[src/rtl/alu_gate_ctrl.sv]
module alu_gate_ctrl #(
  parameter int N_ALU    = 4,
  parameter int ISSUE_W  = 4,
  parameter int RDY_W    = 6,
  parameter int LEAK_W   = 3,
  parameter int STRIDE   = 4,
  parameter int WINDOW   = 512,
  parameter int THR_BASE = 33,
  parameter int THR_STEP = 100,
  localparam int SAMPLES = WINDOW / STRIDE,
  localparam int MAXSUM  = SAMPLES * ISSUE_W,
  localparam int SUM_W   = $clog2(MAXSUM + 1),
  localparam int IDX_W   = $clog2(N_ALU),
  localparam int CNT_W   = $clog2(N_ALU + 1),
  localparam int CYC_W   = $clog2(WINDOW)
) (
  input  logic                      clk,
  input  logic                      rst,
  input  logic [RDY_W-1:0]          ready_cnt,
  input  logic                      thr_wr_en,
  input  logic [IDX_W-1:0]          thr_wr_idx,
  input  logic [SUM_W-1:0]          thr_wr_data,
  input  logic [N_ALU*LEAK_W-1:0]   leak_code,
  output logic [N_ALU-1:0]          gate_off,
  output logic [SUM_W-1:0]          win_sum
);

  logic [CYC_W-1:0]              cyc;
  logic [SUM_W-1:0]              acc;
  logic [N_ALU-2:0][SUM_W-1:0]   thr;
  logic [SUM_W-1:0]              rdy_clip;
  logic [SUM_W-1:0]              total;
  logic [CNT_W-1:0]              n_met;
  logic [CNT_W-1:0]              n_gate;
  logic [N_ALU-1:0]              nxt_mask;
  logic                          sample;
  logic                          win_end;

  assign sample   = (cyc % CYC_W'(STRIDE)) == CYC_W'(STRIDE - 1);
  assign win_end  = cyc == CYC_W'(WINDOW - 1);
  assign rdy_clip = (ready_cnt > RDY_W'(ISSUE_W)) ? SUM_W'(ISSUE_W) : SUM_W'(ready_cnt);
  assign total    = acc + (sample ? rdy_clip : '0);

  always_comb begin
    n_met = '0;
    for (int t = 0; t < N_ALU - 1; t++)
      if (total >= thr[t]) n_met = n_met + CNT_W'(1);
  end

  assign n_gate = CNT_W'(N_ALU - 1) - n_met;

  for (genvar i = 0; i < N_ALU; i++) begin : g_rank
    logic [CNT_W-1:0] rank;
    always_comb begin
      rank = '0;
      for (int j = 0; j < N_ALU; j++)
        if (j != i) begin
          if ((leak_code[j*LEAK_W +: LEAK_W] > leak_code[i*LEAK_W +: LEAK_W]) ||
              ((leak_code[j*LEAK_W +: LEAK_W] == leak_code[i*LEAK_W +: LEAK_W]) && (j > i)))
            rank = rank + CNT_W'(1);
        end
    end
    assign nxt_mask[i] = rank < n_gate;
  end

  for (genvar t = 0; t < N_ALU - 1; t++) begin : g_thr
    always_ff @(posedge clk) begin
      if (rst)
        thr[t] <= SUM_W'(THR_BASE + (t + 1) * THR_STEP);
      else if (thr_wr_en && (thr_wr_idx == IDX_W'(t)))
        thr[t] <= thr_wr_data;
    end
  end

  always_ff @(posedge clk) begin
    if (rst) begin
      cyc      <= '0;
      acc      <= '0;
      gate_off <= '0;
      win_sum  <= '0;
    end else begin
      cyc <= win_end ? '0 : cyc + CYC_W'(1);
      acc <= win_end ? '0 : total;
      if (win_end) begin
        win_sum  <= total;
        gate_off <= nxt_mask;
      end
    end
  end

endmodule

[config.mk]
export PLATFORM = sky130hd
export DESIGN_NAME = alu_gate_ctrl
export DESIGN_NICKNAME = d
export VERILOG_FILES = /design/src/rtl/alu_gate_ctrl.sv
export SDC_FILE = /design/constraint.sdc
export NUM_CORES = 1
export LEC_CHECK = 0
export BUFFER_PORTS_ARGS = -buffer_cell sky130_fd_sc_hd__buf_2
export CAP_MARGIN = 15
export CORE_ASPECT_RATIO = 1.2
export CORE_MARGIN = 2
export CORE_UTILIZATION = 63
export DETAILED_ROUTE_END_ITERATION = 8
export PLACE_DENSITY = 0.87
export SETUP_SLACK_MARGIN = 0.05
export SLEW_MARGIN = 10
export SYNTH_ARGS = -nofsm -noshare
export SYNTH_HDL_FRONTEND = slang
export SYNTH_SLANG_ARGS = --single-unit
[constraint.sdc]
create_clock -name clk -period 12.9 [get_ports clk]
set_input_delay 2.58 -clock clk [delete_from_list [all_inputs] [get_ports clk]]
set_output_delay 2.58 -clock clk [all_outputs]
set_load 0.03 [all_outputs]
-- After elaboration in Yosys (flattened, before gate mapping)
Index checks and enable logic that the tools add are counted.
Widths: inputs -> output; s select.
- bits of input ports: 33
- output and inout bits: 14
- flip-flop bits (word level): 63
- magnitude comparators: 20
- reductions and logical operators: 11
- mux-type cells: 17
- add/sub/neg operators: 13
- eq/ne operators: 10
- operator list (kind ; count):
    $gt 3x3->1 ; 12
    $add 3x1->3 const B ; 10
    $ge 10x10->1 ; 3
    $mux 3 ; 10
    $eq 3x3->1 ; 6
    $lt 3x3->1 ; 4
    $mux 6 ; 2
    $add 10x6->10 ; 1
    $add 9x1->9 const B ; 1
    $eq 9x9->1 const B ; 1
    $gt 6x3->1 const B ; 1
    $logic_or 1x1->1 ; 6
    $mux 1 ; 5
    $eq 2x2->1 const B ; 2
    $logic_and 1x1->1 ; 3
    $sub 2x3->3 const A ; 1
    $eq 2x1->1 const B ; 1
    $logic_not 2->1 ; 1
    $reduce_or 2->1 ; 1

-- Depth between registers and ports, before layout
Gate-level depths: netlist of run 1.
- depth in word-level cells: 12
- mapped depth: 22

-- Least setup slack after synthesis of run 1
Ideal clock, no wire load.
- path type: input port to flip-flop
- from: input port ready_cnt[2]
- to: register gate_off[3]
- stages: 18
- data required time: 12825 ps
- path slack: 6326 ps
- arrival time: 6499 ps
- buffers on the path: 0
- cell sequence: nor4_1 > and3_1 > ha_1 > a21o_1 > a21oi_1 > nand2b_1 > a21oi_1 > xnor2_1 > inv_1 > ha_1 > or3_1 > a221oi_1 > o21ai_0 > ha_1 > nand3_1 > ha_1 > or4_1 > o22ai_1
- cells in the longest elaborated chain, start to end: 12
- elaborated cells on any way between the ends: 14
- ends and longest elaborated chain (item ; line ; RTL):
    start, declared ; 19 ; input logic [RDY_W-1:0] ready_cnt,
    $gt 6x3->1 ; 41 ; assign rdy_clip = (ready_cnt > RDY_W'(ISSUE_W)) ? SUM_W'(ISSUE_W) : SUM_W'(ready_cnt);
    $mux 6 * ; 41 ;
    $mux 6 * ; 42 ; assign total = acc + (sample ? rdy_clip : '0);
    $add 10x6->10 * ; 42 ;
    net total[7] ; 32 ; logic [SUM_W-1:0] total;
    $ge 10x10->1 ; 47 ; if (total >= thr[t]) n_met = n_met + CNT_W'(1);
    $mux 1 ; 47 ;
    $add 3x1->3 ; 47 ;
    $mux 3 ; 47 ;
    $add 3x1->3 ; 47 ;
    $mux 3 * ; 47 ;
    $sub 2x3->3 * ; 50 ; assign n_gate = CNT_W'(N_ALU - 1) - n_met;
    $lt 3x3->1 * ; 63 ; assign nxt_mask[i] = rank < n_gate;
    end signal, assigned ; 86 ; gate_off <= nxt_mask;
    end, declared ; 24 ; output logic [N_ALU-1:0] gate_off,
Mark *: on every way through the listed nets, which the timed path passes. The rest lies on a longest branch.
A chain may end at the register's enable or synchronous reset.

-- Worst setup path after layout of run 1
- from: input port ready_cnt[2]
- to: register gate_off[1]
Same word-level chain as after synthesis.

==> summary.md, run 1 <==
| Metric | Value |
|---|---|
| Outcome | `complete, no violations` |
| Congestion Overflow GR | `0` |
| Post-Layout Cell Count | `631` |
| CTS Buf Count | `9` |
| Worst setup EP type | `flip-flop` |
| CTS tree | `built` |
| Clk pwr share | `between 30% and 40%` |
| Die width | `77.9 um` |
| DR vias | `3,459` |
| Final setup vio count | `0` |
| Most frequent cell after synthesis | `ha_1` |
| Synth-to-layout area growth | `12.7%` |
| Mean routed wirelength per cell | `14.0 um` |
| Worst Path Required | `between 10,000 and 15,000 ps` |
| Synth Cell Area | `between 4000 and 5000 um^2` |
| Root Driver | `clkbuf_8` |
| Part of the power in registers | `between 30% and 40%` |
| Yosys top cell by area | `dfxtp_1` |
| Kind of critical path | `input pin to flip-flop` |
| Vias per cell | `5.48` |
| Place WS | `approximately 5700 ps` |
| Tot Pwr | `0.532 mW` |
| Critical Path AT | `7170 ps` |
| Post-synth EDFFs | `0` |
| Global-route wire length before repair | `15,200 um` |
| Yosys top cell area share | `30.5%` |
| Synth warnings | `0` |
| Post-synthesis cell count | `just under 500` |
| I/O Pins | `47` |
| Antenna violations before repair | `0` |
| Die area | `~7200 um^2` |
| Layout Skew | `10.3 ps` |
| Dpl cell area | `4430 um^2` |
| Max-Cap Viols | `0` |
| Vias in the first global route | `3,511` |
| NetSw | `0.161 mW` |
| Synthesis-stage register bit count | `63` |
| Final Max Slew Viols | `0` |
| Most area-consuming cells after synthesis | `dfxtp_1, ha_1, inv_1, nand2_1, a21oi_1` |
| Startpoint types | `input pin` |
| Combinational share of power | `24.2%` |
| Avg Inst Size Synth | `8.33 um^2` |
| Final std cell area, no fill | `4660 um^2` |
| Pin count of the biggest net entering global routing | `52` |
| GRT Overall Usage | `around a quarter` |
| Starting Density | `about 65%` |
| Peak Freq | `145 MHz` |
| Clk slew on worst S/H paths | `roughly 80 ps` |
| Fillers | `502` |
| Layout cell share with drive strength beyond 1 | `13.0%` |
| Final min period | `between 6000 and 7000 ps` |
| Ant diodes | `0` |
| Post-CTS Hold Fix Bufs | `0` |
| Hold crit path type | `flip-flop to flip-flop` |
| H-tree depth | `3` |
| Clock Sink Count | `63` |
| Cell-internal power | `about 0.37 mW` |
| Switching share of total power | `30.2%` |
| Crit path max fanout | `4` |
| Global placer's final weighted congestion | `0.870` |
| CTS max path bufs | `2` |
| Port Buffers | `46` |
| Post CTS Setup Buffer Count | `0` |
| # nets final | `648` |
| Pwr Density | `around 110 nW/um^2` |
| Rows | `32` |
| Post-CTS sizing | `0` |
| Hold Vio Cnt, Final | `0` |
| Register area share after synthesis | `30.5%` |
| Worst Slack Setup Final | `around 6000 ps` |
| Asr flop ratio synth | `0%` |
| Part of the cycle the worst path needs | `53.5%` |
| Slew @ Worst Pin | `997 ps` |
| Core ar. | `6410 um^2` |
| Leakage | `2.28 nW` |
| Final ANT Viol Nets | `0` |
| Unrepaired setup endpoints after global routing | `no` |
| Rel. slew slack | `33.5%` |
| TritonRoute pass-1 iters | `7` |
| Synth cell types | `52` |
| Max rail drop VDD | `0.0725 mV` |
| HPWL Detailed | `6570 um` |
| Primary FF master, synth | `dfxtp_1` |
| Placed cells | `615` |
| DRT iter0 DRCs | `196` |
| Skew-Pair Late Insertion Delay | `350 ps` |
| Chip Height | `92.7 um` |
| Setup TNS | `0 ps` |
| Final wirelength | `8810 um` |
| # DRC | `0` |
| Top cells by count, synth | `ha_1, dfxtp_1, inv_1` |
[critical path: stages]
cell and delay [ps]:
buf_2 90, nor4_1 450, and3_1 280, ha_1 240, a21o_1 160, a21oi_1 270
nand2b_1 180, a21oi_1 80, xnor2_1 260, inv_1 140, ha_1 220, or3_1 310
a221oi_1 330, o21ai_0 170, ha_1 370, nand3_1 150, ha_1 240, or4_1 520
o22ai_2 120
[cells in the final DEF, fill, tap and decap left out, drive strengths merged, types with 8 or more instances in the layout]
master / Yosys / routed
and3: 8 / 8
o21ai: 24 / 24
xnor2: 11 / 11
buf: 3 / 47
clkbuf: 12 / 10
nand2: 53 / 53
dfxtp: 63 / 63
inv: 58 / 59
a211o: 12 / 12
a21oi: 38 / 38
ha: 73 / 73
nor2: 38 / 38
nand3: 10 / 10
nor2b: 13 / 13
[per-layer routing]
layer | vias to the layer above | wire length (um) | share of wire (%) | global-route usage, %
li1 | 1779 | - | - | -
met1 | 1606 | 3760 | 43 | 29.0
met2 | 58 | 4550 | 52 | 48.3
met3 | 16 | 308 | 3.5 | 5.07
met4 | 0 | 200 | 2.3 | 11.5
met5 | - | 0 | 0 | 0
[stage by stage]
step           hold slack, ps  utilization (%)
2_1_floorplan             413                -
3_3_place_gp              426             69.1
3_5_place_dp              449             69.1
4_1_cts                   459             72.7
5_1_grt                   479             72.7
6_report                  458             72.7
[cell type report]
type | instances | area [um^2] | area share [%]
clock buffers | 10 | 138 | 2.96
multi-input cells | 362 | 2600 | 55.9
clock inverters | 6 | 91.3 | 1.96
well taps | 85 | 106 | 2.28
flip-flops and latches | 63 | 1260 | 27.1
repair buffers | 47 | 238 | 5.11
inverters | 58 | 218 | 4.68
[sequential cells by signal, indices dropped and copies added (netlist names)]
| signal | count |
|---|---|
| thr | 30 |
| acc | 10 |
| win_sum | 10 |
| cyc | 9 |
| gate_off | 4 |
[power groups by stage]
stage,registers [mW],clock network (mW),logic [mW]
finish,0.207,0.197,0.128
detailed placement,0.211,0,0.125
global placement,0.211,0,0.118
floorplan,0.209,0,0.0946
global route,0.207,0.206,0.149
CTS,0.207,0.198,0.127
[path summary, 6_finish.rpt]
kind | from | endpoint | slack [ps] | depth (start not counted)
max | ready_cnt[2] | gate_off[1] | 6000 | 19
min | thr[3] | thr[3] | 460 | 2
max reg2reg | cyc[0] | gate_off[1] | 7910 | 19
min reg2reg | thr[3] | thr[3] | 460 | 2
[kinds of logic after synthesis]
group	count (synthesis)	synth area share, %
simple gates	160	19.1
compound gates	102	15.9
fa+ha+maj	74	22.6
buf+inv	73	6.66
flops	63	30.5
xor+xnor	17	3.60
mux	6	1.57
other cells	1	0.0907
(Power assumes the default switching activity.)
==> run 2: changes to the inputs <==
Settings changed: CORE_UTILIZATION 63 to 53, PLACE_DENSITY 0.87 to 0.78.
Clock period 12.9 ns to 5.9 ns, I/O delays scaled along.
==> run 2 against run 1 <==
Net effect:
- combinational power up 110%
- global-route usage down 5.4 points
- register-to-register slack worse by 7000 ps
- utilization down 12 points
- first-iteration DRC count down 20%
- final cell count up 0.95%
- routed wire length down 5.3%
- non-clock buffer count unchanged
==> summary.md, run 2 (synthesis results as in run 1) <==
| Metric | Value |
|---|---|
| Global-route wire length before repair | `14,300 um (was 15,200 um)` |
| GRT Overall Usage | `20.9% (was 26.3%)` |
| Port Buffers | `46 (unchanged)` |
| CTS Buf Count | `9 (unchanged)` |
| Worst Hold Launch | `cyc[0] (was thr[3])` |
| Die width | `84.6 um (was 77.9 um)` |
| Skew-Pair Late Insertion Delay | `350 ps (about the same)` |
| Unrepaired setup endpoints after global routing | `no (unchanged)` |
| Kind of critical path | `input pin to flip-flop (unchanged)` |
| Synth-to-layout area growth | `11.3% (was 12.7%)` |
| Slew @ Worst Pin | `1010 ps (was 997 ps)` |
| Die area | `8520 um^2 (was 7230 um^2)` |
| Final ANT Viol Nets | `0 (unchanged)` |
| Clk slew on worst S/H paths | `70 ps (was 80 ps)` |
| Post-CTS Hold Fix Bufs | `0 (unchanged)` |
| Tot Pwr | `1.04 mW (was 0.532 mW)` |
| Most frequent cells in the layout | `ha_1, dfxtp_1, inv_1 (unchanged)` |
| Most common cell after layout, fill and taps aside | `ha_1 (unchanged)` |
| Placed cells | `622 (was 615)` |
| CP max stage delay | `520 ps (about the same)` |
| Critical R2R Launch | `cyc[0] (unchanged)` |
| Startpoint types | `input pin (unchanged)` |
| HPWL Detailed | `6570 um (about the same)` |
| Pin count of the biggest net entering global routing | `52 (unchanged)` |
| Post-Layout Cell Count | `637 (was 631)` |
| Vias in the first global route | `3,302 (was 3,511)` |
| Place WS | `131 ps (was 5680 ps)` |
| Peak Freq | `183 MHz` |
| Clock Sink Count | `63 (unchanged)` |
| Pwr Density | `227 nW/um^2 (was 114 nW/um^2)` |
| FF-to-FF End | `gate_off[1] (unchanged)` |
| Root Driver | `clkbuf_8 (unchanged)` |
| H-tree depth | `3 (unchanged)` |
| Hold crit path type | `flip-flop to flip-flop (unchanged)` |
| Hold Vio Cnt, Final | `0 (unchanged)` |
| Vias per cell | `5.40 (was 5.48)` |
| Regs by FF count | `thr (30), acc (10), win_sum (10) (unchanged)` |
| Crit path cell chain | `buf_2 -> nor4_1 -> and3_1 -> ha_1 -> a21o_1 -> a21oi_1 -> nand2b_1 -> a21oi_1 -> xnor2_1 -> inv_1 -> ha_1 -> or3_1 -> a221oi_1 -> o21ai_0 -> ha_1 -> nand3_1 -> ha_1 -> or4_1 -> o22ai_2 (unchanged)` |
| CTS max path bufs | `2 (unchanged)` |
| Worst hold path cell count | `1 (was 2)` |
| Final std cell area, no fill | `4600 um^2 (was 4660 um^2)` |
| R2r setup slk | `890 ps (was 7910 ps)` |
| Antenna violations before repair | `0 (unchanged)` |
| Rows | `35 (was 32)` |
| Crit-path slowest cell | `or4_1 (unchanged)` |
| Starting Density | `54.2% (was 64.5%)` |
| Max rail drop VDD | `0.134 mV (was 0.0725 mV)` |
| Dpl cell area | `4440 um^2 (was 4430 um^2)` |
| Worst setup EP type | `flip-flop (unchanged)` |
| Rel. slew slack | `32.8% (was 33.5%)` |
| Worst Path Required | `6170 ps (was 13,170 ps)` |
| Layout cell share with drive strength beyond 1 | `12.8% (was 13.0%)` |
| CTS tree | `built (unchanged)` |
| # DRC | `0 (unchanged)` |
| Setup TNS | `0 ps (unchanged)` |
| Core Util, Final | `60.3% (was 72.7%)` |
| CP Capture Point | `gate_off[1] (unchanged)` |
| CP most frequent cell | `ha_1 (unchanged)` |
| I/O Pins | `47 (unchanged)` |
| Final setup vio count | `0 (unchanged)` |
| Core ar. | `7620 um^2 (was 6410 um^2)` |
| Chip Height | `101 um (was 92.7 um)` |
| Final Max Slew Viols | `0 (unchanged)` |
| Max reg flops | `30 (unchanged)` |
| Final wirelength | `8350 um (was 8810 um)` |
| Critical Path AT | `5720 ps (was 7170 ps)` |
| Hold slack final | `448 ps (was 458 ps)` |
| CP startpoint | `ready_cnt[2] (unchanged)` |
| Congestion Overflow GR | `0 (unchanged)` |
| Worst Slack Setup Final | `449 ps (was 6000 ps)` |
| Global placer's final weighted congestion | `0.913 (was 0.870)` |
| Leakage | `2.24 nW (was 2.28 nW)` |
| Biggest register | `thr (unchanged)` |
| Layout Skew | `11.6 ps (was 10.3 ps)` |
| Post CTS Setup Buffer Count | `0 (unchanged)` |
| Ant diodes | `0 (unchanged)` |
| Final min period | `5450 ps` |
| Mean routed wirelength per cell | `13.1 um (was 14.0 um)` |
| Max-Cap Viols | `0 (unchanged)` |
| DR vias | `3,437 (was 3,459)` |
| Outcome | `complete, no violations (unchanged)` |
| Post-CTS sizing | `0 (unchanged)` |
| Part of the cycle the worst path needs | `between 90 and 100%` |
| TritonRoute pass-1 iters | `5 (was 7)` |
| # nets final | `648 (unchanged)` |
| Crit path max fanout | `4 (unchanged)` |
| Reg2Reg Depth | `19 (unchanged)` |
| DRT iter0 DRCs | `156 (was 196)` |
## run 2: cell count changes in the layout (fill, tap and decap cells not counted), sizes merged
cell | before | now
inv | 59 | 58
clkinv | 3 | 4
clkinvlp | 0 | 2
clkbuf | 10 | 9
bufinv | 2 | 0
## run 2: routing by layer
layer	up-vias	routed length, um	GRT usage (%)
met5	-	0	0
met3	17	339	4.34
met2	62	4230	38.1
met1	1584	3590	23.8
met4	0	188	8.30
li1	1774	-	-
## run 2: worst min path at each step
stage | end | slack [ps]
CTS | cyc[0] | 450
finish | cyc[0] | 450
global route | cyc[0] | 480
floorplan | cyc[0] | 410
global placement | cyc[0] | 420
detailed placement | cyc[0] | 440
## run 2: area by class of cell
class,instances,area [um^2]
fill,690,3020
tap,92,115
timing repair buffer,47,238
multi-input combinational,362,2600
inverter,58,218
clock inverter,6,38.8
sequential,63,1260
clock buffer,9,124
## run 2: worst max-delay path, delay by kind of cell
kind | cells | cell delay [ps]
adder cells (fa/ha/maj) | 4 | 1060
AND/OR/NAND/NOR | 6 | 1830
buffers and inverters | 2 | 230
AO/OA/AOI/OAI | 6 | 1180
XOR/XNOR | 1 | 250
## run 2: report_power, final
| part | total, mW | switching, mW | internal, mW |
|---|---|---|---|
| clock | 0.317 | 0.169 | 0.148 |
| combinational | 0.275 | 0.157 | 0.118 |
| sequential | 0.452 | 0.00976 | 0.442 |
| total | 1.04 | 0.336 | 0.708 |
